$ cat config.mk
export PLATFORM = sky130hd
export DESIGN_NAME = fp_abs_unit
export DESIGN_NICKNAME = d
export VERILOG_FILES = /design/src/rtl/fp_abs_pkg.sv /design/src/rtl/fp_abs_issue_stage.sv /design/src/rtl/fp_abs_exec_stage.sv /design/src/rtl/fp_abs_status.sv /design/src/rtl/fp_abs_unit.sv
export SDC_FILE = /design/constraint.sdc
export NUM_CORES = 1
export LEC_CHECK = 0
export ABC_CLOCK_PERIOD_IN_PS = 3200
export BUFFER_PORTS_ARGS = -buffer_cell sky130_fd_sc_hd__buf_2
export CORE_ASPECT_RATIO = 0.9
export CORE_UTILIZATION = 40
export DETAILED_ROUTE_END_ITERATION = 7
export PLACE_DENSITY = 0.62
export SLEW_MARGIN = 20
export SYNTH_ARGS = -nofsm -noshare
export SYNTH_HDL_FRONTEND = slang
export SYNTH_SLANG_ARGS = --single-unit
$ cat constraint.sdc
create_clock -name clk -period 3.2 [get_ports clk]
set_input_delay 0.32 -clock clk [delete_from_list [all_inputs] [get_ports clk]]
set_output_delay 0.32 -clock clk [all_outputs]
set_load 0.05 [all_outputs]
$ cat src/rtl/fp_abs_pkg.sv
package fp_abs_pkg;

    localparam int WORD_W  = 32;
    localparam int EXP_W   = 8;
    localparam int FRAC_W  = 23;
    localparam int FLAG_W  = 2;
    localparam int FLG_INVALID = 0;
    localparam int FLG_FLUSH   = 1;
    localparam int QUIET_BIT   = FRAC_W - 1;
    localparam logic [WORD_W-1:0] CANON_QNAN = {WORD_W{1'b1}};

    typedef enum logic [2:0] {
        CLS_ORDINARY,
        CLS_ZERO,
        CLS_SUBNORM,
        CLS_QUIET,
        CLS_SIGNAL
    } opnd_class_e;

    typedef struct packed {
        logic              valid;
        logic              en;
        logic              flags_only;
        opnd_class_e       cls;
        logic [WORD_W-1:0] opnd;
    } issue_t;

    typedef struct packed {
        logic              valid;
        logic              en;
        logic              flags_only;
        logic [FLAG_W-1:0] flags;
        logic [WORD_W-1:0] result;
    } exec_t;

    function automatic opnd_class_e classify(input logic [WORD_W-1:0] w);
        logic [EXP_W-1:0]  e;
        logic [FRAC_W-1:0] f;
        e = w[WORD_W-2 -: EXP_W];
        f = w[FRAC_W-1:0];
        if (e == {EXP_W{1'b1}} && f != '0)
            return f[QUIET_BIT] ? CLS_QUIET : CLS_SIGNAL;
        else if (e == '0)
            return (f == '0) ? CLS_ZERO : CLS_SUBNORM;
        else
            return CLS_ORDINARY;
    endfunction

    function automatic logic [WORD_W-1:0] magnitude(input logic [WORD_W-1:0] w,
                                                    input opnd_class_e cls);
        case (cls)
            CLS_QUIET:   return w;
            CLS_SIGNAL:  return CANON_QNAN;
            CLS_SUBNORM: return '0;
            CLS_ZERO:    return '0;
            default:     return {1'b0, w[WORD_W-2:0]};
        endcase
    endfunction

    function automatic logic [FLAG_W-1:0] raise(input opnd_class_e cls);
        logic [FLAG_W-1:0] r;
        r = '0;
        r[FLG_INVALID] = (cls == CLS_SIGNAL);
        r[FLG_FLUSH]   = (cls == CLS_SUBNORM);
        return r;
    endfunction

endpackage

$ cat src/rtl/fp_abs_issue_stage.sv
module fp_abs_issue_stage
    import fp_abs_pkg::*;
(
    input  logic              clk,
    input  logic              rst,
    input  logic              in_valid,
    input  logic              in_en,
    input  logic              in_flags_only,
    input  logic [WORD_W-1:0] in_opnd,
    output issue_t            s1_q
);
    issue_t s1_d;

    always_comb begin
        s1_d.valid      = in_valid;
        s1_d.en         = in_en;
        s1_d.flags_only = in_flags_only;
        s1_d.cls        = classify(in_opnd);
        s1_d.opnd       = in_opnd;
    end

    always_ff @(posedge clk) begin
        if (rst) s1_q <= '0;
        else     s1_q <= s1_d;
    end

    AST_ISSUE_CARRY: assert property (@(posedge clk) disable iff (rst)
        in_valid |=> (s1_q.valid && s1_q.en == $past(in_en)));
endmodule

$ cat src/rtl/fp_abs_exec_stage.sv
module fp_abs_exec_stage
    import fp_abs_pkg::*;
(
    input  logic   clk,
    input  logic   rst,
    input  issue_t s1_q,
    output exec_t  s2_q
);
    exec_t             s2_d;
    logic [FLAG_W-1:0] fl;
    logic [WORD_W-1:0] mag;

    always_comb begin
        fl  = raise(s1_q.cls);
        mag = magnitude(s1_q.opnd, s1_q.cls);
        s2_d.valid      = s1_q.valid;
        s2_d.en         = s1_q.en;
        s2_d.flags_only = s1_q.flags_only;
        s2_d.flags      = fl;
        s2_d.result     = s1_q.flags_only ? {{(WORD_W-FLAG_W){1'b0}}, fl} : mag;
    end

    always_ff @(posedge clk) begin
        if (rst) s2_q <= '0;
        else     s2_q <= s2_d;
    end

    AST_SIGN_CLEARED: assert property (@(posedge clk) disable iff (rst)
        (s1_q.valid && !s1_q.flags_only && s1_q.cls != CLS_QUIET && s1_q.cls != CLS_SIGNAL)
        |=> !s2_q.result[WORD_W-1]);
    AST_FLUSH_ZERO: assert property (@(posedge clk) disable iff (rst)
        (s1_q.valid && !s1_q.flags_only && s1_q.cls == CLS_SUBNORM)
        |=> (s2_q.result == '0 && s2_q.flags[FLG_FLUSH]));
    AST_SIGNAL_QUIETED: assert property (@(posedge clk) disable iff (rst)
        (s1_q.valid && !s1_q.flags_only && s1_q.cls == CLS_SIGNAL)
        |=> (s2_q.result == CANON_QNAN && s2_q.flags[FLG_INVALID]));
    AST_FLAGWORD_HIGH_ZERO: assert property (@(posedge clk) disable iff (rst)
        (s1_q.valid && s1_q.flags_only)
        |=> (s2_q.result[WORD_W-1:FLAG_W] == '0));
endmodule

$ cat src/rtl/fp_abs_status.sv
module fp_abs_status
    import fp_abs_pkg::*;
(
    input  logic              clk,
    input  logic              rst,
    input  logic              upd_en,
    input  logic [FLAG_W-1:0] upd_flags,
    input  logic [FLAG_W-1:0] other_flags,
    input  logic              wr_en,
    input  logic [FLAG_W-1:0] wr_data,
    output logic [FLAG_W-1:0] flags_q
);
    logic [FLAG_W-1:0] base;
    logic [FLAG_W-1:0] own;

    always_comb begin
        base = wr_en ? wr_data : flags_q;
        own  = upd_en ? upd_flags : '0;
    end

    always_ff @(posedge clk) begin
        if (rst) flags_q <= '0;
        else     flags_q <= base | own | other_flags;
    end

    AST_STICKY_KEEP: assert property (@(posedge clk) disable iff (rst)
        !wr_en |=> ((flags_q & $past(flags_q)) == $past(flags_q)));
    AST_IDLE_STABLE: assert property (@(posedge clk) disable iff (rst)
        (!wr_en && !upd_en && other_flags == '0) |=> $stable(flags_q));
    AST_OTHER_MERGED: assert property (@(posedge clk) disable iff (rst)
        1'b1 |=> ((flags_q & $past(other_flags)) == $past(other_flags)));
    AST_WRITE_LANDS: assert property (@(posedge clk) disable iff (rst)
        wr_en |=> ((flags_q & $past(wr_data)) == $past(wr_data)));
endmodule

$ cat src/rtl/fp_abs_unit.sv
module fp_abs_unit
    import fp_abs_pkg::*;
#(
    parameter int GUARD_W = 32
) (
    input  logic               clk,
    input  logic               rst,
    input  logic               in_valid,
    input  logic [WORD_W-1:0]  in_operand,
    input  logic [GUARD_W-1:0] in_guard,
    input  logic               in_flags_only,
    input  logic [FLAG_W-1:0]  other_flags,
    input  logic               stat_wr_en,
    input  logic [FLAG_W-1:0]  stat_wr_data,
    output logic               out_valid,
    output logic [WORD_W-1:0]  out_result,
    output logic [FLAG_W-1:0]  sticky_flags
);
    issue_t s1_q;
    exec_t  s2_q;
    logic   retire;
    logic   upd_en;

    fp_abs_issue_stage u_issue (
        .clk           (clk),
        .rst           (rst),
        .in_valid      (in_valid),
        .in_en         (in_guard[0]),
        .in_flags_only (in_flags_only),
        .in_opnd       (in_operand),
        .s1_q          (s1_q)
    );

    fp_abs_exec_stage u_exec (
        .clk  (clk),
        .rst  (rst),
        .s1_q (s1_q),
        .s2_q (s2_q)
    );

    always_comb begin
        retire = s2_q.valid && s2_q.en;
        upd_en = retire && !s2_q.flags_only;
    end

    always_ff @(posedge clk) begin
        if (rst) begin
            out_valid  <= 1'b0;
            out_result <= '0;
        end else begin
            out_valid <= retire;
            if (retire) out_result <= s2_q.result;
        end
    end

    fp_abs_status u_status (
        .clk         (clk),
        .rst         (rst),
        .upd_en      (upd_en),
        .upd_flags   (s2_q.flags),
        .other_flags (other_flags),
        .wr_en       (stat_wr_en),
        .wr_data     (stat_wr_data),
        .flags_q     (sticky_flags)
    );

    AST_LATENCY_THREE: assert property (@(posedge clk) disable iff (rst)
        (in_valid && in_guard[0]) |-> ##3 out_valid);
    AST_GUARD_BLOCKS: assert property (@(posedge clk) disable iff (rst)
        (in_valid && !in_guard[0] && (in_guard[GUARD_W-1:1] != '0)) |-> ##3 !out_valid);
    AST_RESET_QUIET: assert property (@(posedge clk)
        $past(rst) |-> (!out_valid && sticky_flags == '0));
endmodule

==> impl_metrics.ini <==
[outcome]
status = complete, no violations

[clock_tree]
clock_latency_ns = 0.35
root_buffer = clkbuf_8
cts_buffers = 9
cts.repair.resized = 0
cts_tree = done
clock_sinks = 110
post_cts_buffers = 0
h-tree-depth = 3
cts_hold_buf = 0
clockBufferDepth = 2
clkTransAtPathRegs_ns = 0.10

[layout]
fin_area_mm2 = 0.00412
syn2layout_area_growth_pct = 19.6
stdcell_count = 561
n_antenna_cell = 0
drive_above_1_share_pct = 23.1
finalNetCount = 514

[synthesis]
async_flop_share_pct = 0
synth_cells = 370
ys_types = 30
synth_flop_cell = dfxtp_1
synth_nets = 443
syn-cell-area_mm2 = 0.00344
synth.avg_cell_area_um2 = 9.30
synth_seq_cells = 110
yosys_warnings = 0
ys_seq_area_share_pct = 64.0
synth_edf_count = 0

[power]
p_leak_uw = 0.00169
ir_worst_vdd_uv = 294
total_power_uw = 2370
p_per_area_mw_per_mm2 = 575

[drt]
wire_per_inst_um = 11.2
avgViaCountPerCell = 4.43
drt-total-wl_um = 6280
first_pass_iters = 4
drcViolationCount = 0
vias = 2485
drtIter0Drc = 59
ant_nets = 0

[placement]
postPlaceCellArea_mm2 = 0.00391
port_buffers = 76
routabilityCongestion = 0.705
placed_cells = 545
place_hpwl_um = 4270

[sta]
finClkSkew_ns = 0.00865
tns_ns = 0
fmax_mhz = 621
setup_viol = 0
worstMarginPinSlew_ns = 0.677
maxSlewViolCount = 0
min_period_ns = 1.61
grt_setup_unrepaired = false
slew_headroom_pct = 54.8
holdWs_ns = 0.164
finalHoldViolations = 0
min_period_over_period_pct = 50.3

[grt]
grt_pass1_vias = 2207
grt_overflow = 0
grt_pass1_wl_um = 10300
track_usage_pct = 14.7
grt_max_degree = 45
antenna_found_initial = 0

[critical_path]
crit_arrival_ns = 1.90
cp-end-kind = flip-flop
critical_path_class = reg2reg
cp.required_ns = 3.49
path_max_fanout = 16
start_kind = flip-flop

[floorplanning]
fp.dieH_um = 90.0
core_area_mm2 = 0.00818
io_pins = 108
die_area_mm2 = 0.00898
start_util_pct = 42.1
die_w_um = 99.8
rows = 31

[run]
cap_viol_max_count = 0

[min_path]
hold_class = in2reg
==> state kept, by name, summed over array words and instances (netlist names) <==
register          flops
u_exec.s2_q          37
out_valid             1
u_status.flags_q      2
out_result           32
u_issue.s1_q         38
==> kinds of logic after synthesis <==
| kind of cell | synth area share, % |
|---|---|
| xor gates and xnor gates | 0.254 |
| muxes | 0.654 |
| DFF | 64.0 |
| and+or+nand+nor | 26.3 |
| buffers and inverters | 2.87 |
| AOI/OAI and AO/OA | 5.96 |
==> worst max-delay path, cell delays in order (launching register included) <==
cell	delay, ns
dfxtp_1	0.35
nor2_1	0.14
and2_1	0.53
buf_4	0.33
nor2_1	0.07
o21ai_1	0.12
==> where the power goes <==
group | leakage, uW | switching (uW) | internal [uW]
Sequential | 0.000901 | 10.8 | 1410
Clock | 0.000107 | 443 | 389
Combinational | 0.000682 | 65.9 | 48.6
==> cell usage in the layout, fill, tap and decap left out, drive strengths merged, types with 2 or more instances in the layout <==
master,instances
nor2b,38
mux2,2
nor2,71
a211oi,2
clkbuf,10
o21ai,2
and2,3
a21oi,32
buf,81
nor4,3
nand2,68
inv,4
dfxtp,110
or4,4
clkinv,2
nor3,3
==> worst paths after layout <==
check | slack, ns | endpoint | start | cells after the start
worst min register to register | 0.43 | out_result[21] | u_exec.s2_q[21] | 2
worst min-delay path | 0.16 | u_status.flags_q[0] | other_flags[0] | 3
worst max register to register | 1.59 | u_exec.s2_q[1] | u_issue.s1_q[33] | 5
worst max-delay path | 1.59 | u_exec.s2_q[1] | u_issue.s1_q[33] | 5
==> area by class of cell <==
class | count | area [um2]
Fill cell | 795 | 4070
Clock buffer | 10 | 138
Timing Repair Buffer | 81 | 418
Clock inverter | 6 | 66.3
Inverter | 1 | 3.75
Multi-Input combinational cell | 238 | 1140
Sequential cell | 110 | 2200
Tap cell | 115 | 144
==> per-stage QoR <==
step	util, %	worst slack, ns
after CTS	50.3	1.55
after detailed placement	47.8	1.34
after floorplan	-	1.93
after global placement	47.8	1.35
after global routing	50.3	1.44
final	50.3	1.59
==> synthesized netlist by cell type, types with 2 or more instances <==
master | count | share of area (%)
o21ai_1 | 2 | 0.29
nand2_1 | 68 | 7.4
a21oi_1 | 32 | 4.7
nor4_1 | 3 | 0.55
nor2_1 | 70 | 7.6
or4_1 | 3 | 0.65
and2_1 | 2 | 0.36
clkbuf_1 | 8 | 0.87
buf_2 | 13 | 1.9
nor2b_1 | 37 | 6.7
nor3_1 | 2 | 0.29
dfxtp_1 | 110 | 64
mux2_1 | 2 | 0.65
a211oi_1 | 2 | 0.44
==> routing by layer <==
| layer | GRT usage, % | wire length (um) | vias up | part of all wire [%] |
|---|---|---|---|---|
| li1 | - | - | 1313 | - |
| met1 | 17.6 | 2950 | 1120 | 47 |
| met2 | 24.4 | 2980 | 46 | 47 |
| met3 | 5.75 | 282 | 6 | 4.5 |
| met4 | 4.04 | 63 | 0 | 1.0 |
| met5 | 0 | 0 | - | 0 |
(Power assumes the default switching activity.)
